<file path="src/rtl/dbg_event_irq_pkg.sv">
package dbg_event_irq_pkg;
  parameter int unsigned DBG_PROCS = 4;
  parameter int unsigned DBG_ID_W = 4;

  typedef struct packed {
    logic [DBG_PROCS-1:0] setRx;
    logic [DBG_PROCS-1:0] abortReq;
    logic [DBG_PROCS-1:0] clrRx;
    logic [DBG_PROCS-1:0] clrAbort;
    logic                 loadMask;
  } dbgStrobes_t;
endpackage

</file>
<file path="src/rtl/dbg_event_ctrl.sv">
module dbg_event_ctrl
  import dbg_event_irq_pkg::*;
#(
  parameter int unsigned BUS_W = 8
) (
  input  logic                busWrEn,
  input  logic                busAddr,
  input  logic [BUS_W-1:0]    busWrData,
  input  logic                updDr,
  input  logic                instScanRx,
  input  logic                instScanMask,
  input  logic [DBG_ID_W-1:0] rxTargetId,
  output dbgStrobes_t         strobes
);
  localparam logic [DBG_ID_W-1:0] BCAST_ID = '1;

  logic srcWrite;
  logic abortWrite;
  logic scanRx;

  assign srcWrite   = busWrEn && (busAddr == 1'b0);
  assign abortWrite = busWrEn && (busAddr == 1'b1);
  assign scanRx     = updDr && instScanRx;

  always_comb begin
    strobes = '0;
    if (srcWrite) begin
      strobes.clrRx    = busWrData[DBG_PROCS-1:0];
      strobes.clrAbort = busWrData[2*DBG_PROCS-1:DBG_PROCS];
    end
    if (abortWrite) begin
      strobes.abortReq = busWrData[DBG_PROCS-1:0];
    end
    if (scanRx) begin
      if (rxTargetId == BCAST_ID) begin
        strobes.abortReq = '1;
      end else begin
        for (int i = 0; i < DBG_PROCS; i++) begin
          if (rxTargetId == DBG_ID_W'(i)) strobes.setRx[i] = 1'b1;
        end
      end
    end
    strobes.loadMask = updDr && instScanMask;
  end
endmodule

</file>
<file path="src/rtl/dbg_event_dp.sv">
module dbg_event_dp
  import dbg_event_irq_pkg::*;
#(
  parameter int unsigned BUS_W = 8
) (
  input  logic                 clk,
  input  logic                 rstN,
  input  dbgStrobes_t          strobes,
  input  logic [DBG_PROCS-1:0] maskShiftIn,
  input  logic                 busAddr,
  output logic [BUS_W-1:0]     busRdData,
  output logic [DBG_PROCS-1:0] srcRx,
  output logic [DBG_PROCS-1:0] srcAbort,
  output logic [DBG_PROCS-1:0] maskQ,
  output logic [DBG_PROCS-1:0] dbgIrq
);
  localparam int unsigned SRC_W = 2 * DBG_PROCS;

  genvar g;
  generate
    for (g = 0; g < DBG_PROCS; g++) begin : g_proc
      always_ff @(posedge clk or negedge rstN) begin
        if (!rstN) begin
          srcRx[g]    <= 1'b0;
          srcAbort[g] <= 1'b0;
          maskQ[g]    <= 1'b1;
        end else begin
          srcRx[g]    <= (srcRx[g] & ~strobes.clrRx[g]) | strobes.setRx[g];
          srcAbort[g] <= (srcAbort[g] & ~strobes.clrAbort[g])
                       | (strobes.abortReq[g] & maskQ[g]);
          if (strobes.loadMask) maskQ[g] <= maskShiftIn[g];
        end
      end
      assign dbgIrq[g] = srcRx[g] | srcAbort[g];
    end
  endgenerate

  always_comb begin
    busRdData = '0;
    if (busAddr == 1'b0) busRdData[SRC_W-1:0] = {srcAbort, srcRx};
  end
endmodule

</file>
<file path="src/rtl/dbg_event_irq.sv">
module dbg_event_irq
  import dbg_event_irq_pkg::*;
#(
  parameter int unsigned NUM_PROC = DBG_PROCS,
  parameter int unsigned BUS_W    = 8
) (
  input  logic                clk,
  input  logic                rstN,
  input  logic                busWrEn,
  input  logic                busAddr,
  input  logic [BUS_W-1:0]    busWrData,
  output logic [BUS_W-1:0]    busRdData,
  input  logic                updDr,
  input  logic                instScanRx,
  input  logic                instScanMask,
  input  logic [DBG_ID_W-1:0] rxTargetId,
  input  logic [NUM_PROC-1:0] maskShiftIn,
  output logic [NUM_PROC-1:0] dbgIrq
);
  dbgStrobes_t         strobes;
  logic [NUM_PROC-1:0] srcRx;
  logic [NUM_PROC-1:0] srcAbort;
  logic [NUM_PROC-1:0] maskQ;

  dbg_event_ctrl #(.BUS_W(BUS_W)) u_ctrl (
    .busWrEn(busWrEn), .busAddr(busAddr), .busWrData(busWrData),
    .updDr(updDr), .instScanRx(instScanRx), .instScanMask(instScanMask),
    .rxTargetId(rxTargetId), .strobes(strobes)
  );

  dbg_event_dp #(.BUS_W(BUS_W)) u_dp (
    .clk(clk), .rstN(rstN), .strobes(strobes), .maskShiftIn(maskShiftIn),
    .busAddr(busAddr), .busRdData(busRdData), .srcRx(srcRx),
    .srcAbort(srcAbort), .maskQ(maskQ), .dbgIrq(dbgIrq)
  );
endmodule

</file>
<file path="config.mk">
export PLATFORM = sky130hd
export DESIGN_NAME = dbg_event_irq
export DESIGN_NICKNAME = d
export VERILOG_FILES = /design/src/rtl/dbg_event_irq_pkg.sv /design/src/rtl/dbg_event_ctrl.sv /design/src/rtl/dbg_event_dp.sv /design/src/rtl/dbg_event_irq.sv
export SDC_FILE = /design/constraint.sdc
export NUM_CORES = 1
export LEC_CHECK = 0
export CORE_MARGIN = 5
export CORE_UTILIZATION = 40
export CTS_CLUSTER_DIAMETER = 60
export DETAILED_ROUTE_END_ITERATION = 12
export PLACE_DENSITY = 0.92
export SYNTH_ARGS = -nofsm -noshare
export SYNTH_HDL_FRONTEND = slang
export SYNTH_SLANG_ARGS = --single-unit
</file>
<file path="constraint.sdc">
create_clock -name clk -period 1.1 [get_ports clk]
set_input_delay 0.11 -clock clk [delete_from_list [all_inputs] [get_ports clk]]
set_output_delay 0.11 -clock clk [all_outputs]
set_load 0.01 [all_outputs]
</file>
======== Word-level counts from Yosys, hierarchy flattened ========
Index checks and enable logic that the tools add are counted.
word-level totals
  memory bits (read-only) ................. 0
  latch bits .............................. 0
  output and inout bits ................... 12
  memories kept ........................... 0
  word-level logic and storage cells ...... 64
  input port bits ......................... 23
  flip-flop bits (word level) ............. 12
  bits in writable memories ............... 0
operators by class
  divide/modulo/power cells ............... 0
  add/subtract/negate cells ............... 0
  multiplexer cells ....................... 10
  bitwise operators ....................... 33
  shift operators ......................... 0
  order comparisons ....................... 0
  $mul .................................... 0
  reduce and logical (&&, ||, !) cells .... 5
  equal/unequal tests ..................... 4
operators by type and width
  cell                                                                   number
  8-bit two-way mux                                                      3
  1-bit AND                                                              12
  4-bit two-way mux                                                      3
  1-bit OR                                                               12
  1-bit NOT                                                              9
  4-bit by 2-bit equality test with 1-bit output, second input constant  2
  4-bit by 1-bit equality test with 1-bit output, second input constant  1
  4-bit equality test, second input constant                             1
  1-bit logical AND                                                      4
  4-bit logical NOT                                                      1
  1-bit two-way mux                                                      4

======== Depth between registers and ports, before layout ========
Gate-level depths: netlist (run 1).
  depth after elaboration ................. 6
  gate-level depth with buffers ........... 4
  depth with buffers taken out ............ 3

======== Modules after synthesis ========
A second synthesis (run 1) with hierarchy kept.
unflattened totals
  cells, all modules ...................... 74
  area, all modules ....................... 695.7 um2
modules (own cells, without submodules)
  module          times used  area each (um2)  seq. area each (um2)  cells each
  dbg_event_dp    1           510.5            305.3                 48
  dbg_event_ctrl  1           185.2            0.0                   26

======== Worst setup path after synthesis (run 1) ========
Ideal clock, no wire load.
  path kind ............................... reg2out
  start ................................... register u_dp.srcRx[1]
  end ..................................... output port dbgIrq[1]
  path buffers ............................ 0
  path slack .............................. 0.317 ns
  arrival ................................. 0.673 ns
  data required time ...................... 0.990 ns
  cell stages (with the launch flop) ...... 2
  path through ............................ dfrtp_1 > or2_2
on the way
  longest elaborated chain between the ends .. 1
RTL lines
  item                              line                 source
  start: declaration                dbg_event_dp.sv:12   output logic [DBG_PROCS-1:0] srcRx,
  start signal: indexed assignment  dbg_event_dp.sv:28   srcRx[g] <= (srcRx[g] & ~strobes.clrRx[g]) | strobes.setRx[g];
  1-bit OR                          dbg_event_dp.sv:34   assign dbgIrq[g] = srcRx[g] | srcAbort[g];
  end: declaration                  dbg_event_irq.sv:18  output logic [NUM_PROC-1:0] dbgIrq
Every way passes these cells.

======== Worst setup path in the final report (run 1) ========
  start ................................... register u_dp.srcRx[0]
  end ..................................... output port dbgIrq[0]
The elaborated chain is that of the path after synthesis.

==> impl_metrics.env, run 1 <==
export IMPL_clock_latency_ns=0.28
export IMPL_syn_inst=63
export IMPL_drt_iter0_drc=50
export IMPL_vias=761
export IMPL_p_int_mw=1.02
export IMPL_utilization_pct=80.8
export IMPL_syn_nets=86
export IMPL_leakage_nw=0.557
export IMPL_multi_input_area_um2=367
export IMPL_port_buffers=34
export IMPL_cts_tree="yes"
export IMPL_holdWs_ns=0.123
export IMPL_p_sw_share_pct=27.4
export IMPL_design_die_area_mm2=0.00252
export IMPL_p_clk_share_pct=26.6
export IMPL_cts_sinks=12
export IMPL_hp_class="in -> async"
export IMPL_grt_max_degree=14
export IMPL_rsz0062_at_grt="yes"
export IMPL_synth_top_area_share_pct=31.0
export IMPL_period_minus_slack_ns=1.20
export IMPL_ys_seq_area_share_pct=47.3
export IMPL_first_pass_iters=4
export IMPL_die_w_um=50.2
export IMPL_synth_edff_count=0
export IMPL_synth_ff_type="dfrtp_1"
export IMPL_numCtsBuffers=3
export IMPL_clock_path_buffers=2
export IMPL_n_fill_cell=109
export IMPL_relSlewSlack_pct=87.8
export IMPL_fin_nets=143
export IMPL_drc=0
export IMPL_tightest_slew_ns=0.182
export IMPL_postCtsHoldBufs=0
export IMPL_seqCellArea_um2=305
export IMPL_clk_pin_slew_worst_paths_ns=0.09
export IMPL_finish_instance_area_mm2=0.00123
export IMPL_ys_top_cells_by_area="dfrtp_1, dfstp_2, o2bb2ai_1, nor2b_1, mux2_2"
export IMPL_wl_per_cell_um=18.1
export IMPL_synthArstFlopShare_pct=100
export IMPL_synth_seq_cells=12
export IMPL_post_dp_cell_area_mm2=0.00107
export IMPL_max_cap_viol_count=0
export IMPL_pwr_share_seq_pct=39.1
export IMPL_setup_ws_ns=-0.0970
export IMPL_synthDistinctLibCells=19
export IMPL_synth_cell_area_um2=646
export IMPL_finalSetupViolCount=8
export IMPL_max_freq_ghz=0.835
export IMPL_pwr_share_comb_pct=34.3
export IMPL_grt_first_pass_wirelength_um=3170
export IMPL_p_switching_mw=0.388
export IMPL_synth_top_area_cell="dfrtp_1"
export IMPL_final_hold_violation_count=0
export IMPL_total_power_mw=1.41
export IMPL_avgSynthCellArea_um2=10.2
export IMPL_clock_root_buffer="clkbuf_4"
export IMPL_critPathRequiredTime_ns=0.99
export IMPL_start_util_pct=42.4
export IMPL_ios=35
export IMPL_crit_arrival_ns=1.09
export IMPL_cp_max_fo=3
export IMPL_powerDensity_mw_per_mm2=1150
export IMPL_synthToLayoutAreaGrowth_pct=90.7
export IMPL_first_global_vias=721
export IMPL_drtAntennaViolNets=0
export IMPL_crit_path_end_kind="primary output"
export IMPL_skew_ns=0.000780
export IMPL_status="complete, but fails checks"
export IMPL_diodes=0
export IMPL_synth_most_common_cell="nand2_1"
export IMPL_place_gp_congestion=0.753
export IMPL_dieHeight_um=50.2
export IMPL_critPathKind="reg -> out"
export IMPL_antenna_found_initial=0
export IMPL_fp_row_count=14
export IMPL_synth_top_cells_by_count="nand2_1, dfrtp_1, nor2b_1"
export IMPL_core_area_mm2=0.00152
export IMPL_worst_setup_path_start_kind="register"
export IMPL_grt_overflow_total=0
export IMPL_failed_checks="negative setup slack"
export IMPL_post_place_cells=122
export IMPL_htreeDepth=1
export IMPL_period_share_pct=109
export IMPL_ys_warn_count=0
export IMPL_ir_worst_vdd_v=0.000897
export IMPL_drt_total_wl_um=2440
export IMPL_drive_gt1_share_pct=46.2
export IMPL_drv_slew=0
export IMPL_final_cells=135
export IMPL_grt_util_all_layers_pct=16.5
export IMPL_via_per_inst=5.64
final timing paths:
kind / from / end / slack, ns / depth (start not counted)
setup reg to reg: u_dp.srcRx[3] / u_dp.srcRx[3] / 0.04 / 5
min in group clk: maskShiftIn[3] / u_dp.maskQ[3] / 0.44 / 2
hold reg to reg: u_dp.maskQ[1] / u_dp.srcAbort[1] / 0.53 / 1
setup / recovery: u_dp.srcRx[0] / dbgIrq[0] / -0.1 / 2
hold / removal: rstN / u_dp.srcAbort[0] / 0.12 / 2
max in group asynchronous: rstN / u_dp.maskQ[3] / 0.75 / 2
sequential cells by signal, summed over array words and instances, names as in the netlist:
name and flops:
u_dp.srcAbort 4, u_dp.srcRx 4, u_dp.maskQ 4
cells in the final DEF, fill, tap and decap left out, types with 2 or more instances in the layout:
master	n
o2bb2ai_1	5
mux2_2	4
buf_2	4
clkdlybuf4s50_1	22
nor2b_1	4
a32o_1	2
dfrtp_1	8
clkbuf_4	3
buf_6	13
a21oi_1	4
or2_4	4
buf_4	15
nand2_1	10
nor2b_4	4
dfstp_2	4
a31oi_1	4
critical path, stage by stage, from the launching register on:
cell and delay (ns):
dfrtp_1 0.43, or2_4 0.26, buf_6 0.12
layer usage:
metal / global-route usage (%) / share of wire [%] / routed length (µm)
met5: 0 / 0 / 0
met1: 17.1 / 36 / 873
met2: 30.1 / 51 / 1230
met4: 6.55 / 2.6 / 64
met3: 5.33 / 11 / 270
repair_timing:
item,4_1_cts,5_1_grt
setup endpoints to repair,12,10
pin swaps,1,3
gates resized for setup,60,13
hold endpoints to repair,0,0
buffers inserted,6,3
final cells by class:
| type | instances | share of cell area [%] |
|---|---|---|
| well taps | 16 | 1.63 |
| inverters | 1 | 0.305 |
| multi-input cells | 48 | 29.8 |
| flip-flops and latches | 12 | 24.8 |
| repair buffers | 54 | 40.5 |
| clock buffers | 4 | 2.95 |
metrics by stage:
| step | setup WS (ns) | TNS (ns) |
|---|---|---|
| final | -0.0970 | -0.501 |
| after global routing | -0.115 | -0.771 |
| after CTS | -0.0653 | -0.400 |
| after detailed placement | -0.402 | -4.90 |
| after global placement | -0.362 | -4.45 |
| after floorplan | 0.317 | 0 |
power groups by stage:
stage	combinational [mW]	clock, mW	sequential [mW]
2_1_floorplan	0.151	0	0.543
3_3_place_gp	0.367	0	0.549
3_5_place_dp	0.379	0	0.553
4_1_cts	0.427	0.363	0.546
5_1_grt	0.513	0.397	0.559
6_report	0.485	0.375	0.552
cell families (layout without fill, tap and decap cells):
family,after synthesis,after routing,synth area share (%)
and+or+nand+nor,28,28,24.4
AOI/OAI and AO/OA,16,16,18.2
DFF,12,12,47.3
muxes,4,4,6.98
buffers and inverters,3,59,3.10
No activity file was read; power rests on OpenSTA's default activity.
==> run 2: changes to the inputs <==
CTS_CLUSTER_DIAMETER = 30   (was 60)
==> results of run 2 <==
No change in the layout: final DEF, timing and power equal those of run 1.
==> run 3: changes to the inputs <==
CORE_UTILIZATION = 42   (was 40)
CTS_BUF_LIST = sky130_fd_sc_hd__clkbuf_4 sky130_fd_sc_hd__clkbuf_8   (was unset)
PLACE_DENSITY = 0.95   (was 0.92)
clock period = 1.52 ns   (was 1.1 ns; I/O delays follow)
==> impl_metrics.env, run 3 (synthesized netlist as in run 1, its figures left out) <==
export IMPL_status="completed"
export IMPL_cts_tree="yes"
export IMPL_port_buffers=34
export IMPL_post_place_cells=113
export IMPL_crit_path_end_kind="primary output"
export IMPL_worst_setup_path_start_kind="register"
export IMPL_grt_util_all_layers_pct=14.5
export IMPL_post_dp_cell_area_mm2=0.00100
export IMPL_wl_met2_um=821
export IMPL_final_cells=116
export IMPL_slowest_stage="dfrtp_1"
export IMPL_critPathKind="reg -> out"
export IMPL_grt_first_pass_wirelength_um=2700
export IMPL_fp_row_count=14
export IMPL_ios=35
export IMPL_drc=0
export IMPL_final_hold_violation_count=0
export IMPL_first_global_vias=572
export IMPL_drt_total_wl_um=1720
export IMPL_drive_gt1_share_pct=19.0
export IMPL_highest_layer="met4"
export IMPL_finalSetupViolCount=0
export IMPL_route_met3_wl_um=147
export IMPL_numCtsBuffers=3
export IMPL_hp_class="in -> async"
export IMPL_reg_top3="u_dp.maskQ x4, u_dp.srcAbort x4, u_dp.srcRx x4"
export IMPL_drtAntennaViolNets=0
export IMPL_final_common_cell="clkdlybuf4s50_1"
export IMPL_die_w_um=49.2
export IMPL_cts_sinks=12
export IMPL_tightest_slew_ns=0.525
export IMPL_wl_per_cell_um=14.8
export IMPL_period_minus_slack_ns=1.40
export IMPL_clk_pin_slew_worst_paths_ns=0.07
export IMPL_skew_ns=0.000460
export IMPL_reg2reg_depth=2
export IMPL_clock_path_buffers=2
export IMPL_finish_instance_area_mm2=0.00101
export IMPL_drt_iter0_drc=6
export IMPL_max_stage_delay_ns=0.39
export IMPL_relSlewSlack_pct=64.9
export IMPL_dieHeight_um=49.2
export IMPL_regToRegSetupSlack_ns=0.67
export IMPL_period_share_pct=92.4
export IMPL_drv_slew=0
export IMPL_reg2reg_from="u_dp.maskQ[3]"
export IMPL_postCtsHoldBufs=0
export IMPL_fin_nets=125
export IMPL_rsz0062_at_grt="no"
export IMPL_critPathRequiredTime_ns=1.37
export IMPL_cp_max_fo=3
export IMPL_htreeDepth=1
export IMPL_worst_r2r_endpoint="u_dp.srcAbort[3]"
export IMPL_layout_common_cells="clkdlybuf4s50_1, dlygate4sd2_1, nand2_1, nor2b_1, dfrtp_1"
export IMPL_via_per_inst=5.47
export IMPL_antenna_found_initial=0
export IMPL_max_freq_ghz=0.712
export IMPL_crit_arrival_ns=1.25
export IMPL_powerDensity_mw_per_mm2=807
export IMPL_clock_root_buffer="clkbuf_4"
export IMPL_routedLengthMet1_um=700
export IMPL_place_hpwl_um=1360
export IMPL_cp_buffers_inverters=1
export IMPL_grt_max_degree=14
export IMPL_max_cap_viol_count=0
export IMPL_design_die_area_mm2=0.00242
export IMPL_ir_worst_vdd_v=0.000601
export IMPL_grt_overflow_total=0
export IMPL_start_util_pct=43.4
export IMPL_vias=634
export IMPL_diodes=0
export IMPL_path_cells="or2_2 -> dlygate4sd2_1"
export IMPL_clock_latency_ns=0.27
export IMPL_leakage_nw=0.467
export IMPL_first_pass_iters=4
export IMPL_core_area_mm2=0.00149
export IMPL_place_gp_congestion=0.763
export IMPL_synthToLayoutAreaGrowth_pct=56.8
export IMPL_critPathTopFamily="flip-flops"
run 3: cell types whose count changed in the layout (fill, tap and decap cells not counted), moves of 4 or more:
cell	change
buf_6	-13
or2_4	-4
buf_2	-4
nor2b_1	+4
nor2b_4	-4
dlygate4sd2_1	+12
buf_4	-13
or2_2	+4
run 3: layout make-up:
| class | instances | area [µm²] |
|---|---|---|
| sequential | 12 | 305 |
| inverter | 1 | 3.75 |
| tap | 16 | 20.0 |
| multi-input combinational | 48 | 320 |
| timing repair buffer | 36 | 340 |
| fill | 128 | 477 |
| clock buffer | 3 | 22.5 |
run 3: layer usage:
metal	track usage, %	up-vias
met3	3.36	5
li1	-	302
met4	8.52	0
met1	17.1	293
met5	0	-
met2	23.6	34
run 3: repair_timing:
action                                  in CTS  in global routing
resized for setup                           12                  0
endpoints found under the setup margin      12                  0
endpoints found under the hold margin        0                  0
buffers inserted                             0                  0
run 3: stage by stage:
stage                     util, %  worst slack [ns]  TNS (ns)  hold WS [ns]  total power, mW
after floorplan                 -             0.695         0        -0.144            0.502
after global placement       67.5           -0.0273    -0.109         0.486            0.640
after detailed placement     67.5           -0.0304    -0.130         0.490            0.647
after CTS                    68.0             0.110         0         0.238            0.818
after global routing         68.0            0.0773         0         0.264            0.854
final                        68.0             0.116         0         0.220            0.817
run 3: worst max-delay path by stage:
stage | start | end | slack, ns | depth (start not counted)
finish | u_dp.srcRx[2] | dbgIrq[2] | 0.12 | 2
global route | u_dp.srcAbort[0] | dbgIrq[0] | 0.08 | 2
CTS | u_dp.srcRx[2] | dbgIrq[2] | 0.11 | 2
detailed placement | busAddr | busRdData[6] | -0.03 | 4
global placement | busAddr | busRdData[2] | -0.03 | 4
floorplan | u_dp.srcRx[1] | dbgIrq[1] | 0.70 | 1
run 3: where the power goes:
group | internal [mW] | switching, mW | total, mW | leakage [nW]
Clock | 0.0919 | 0.106 | 0.198 | 0.0138
Combinational | 0.137 | 0.0840 | 0.222 | 0.304
Sequential | 0.368 | 0.0299 | 0.398 | 0.150
Total | 0.597 | 0.220 | 0.817 | 0.467
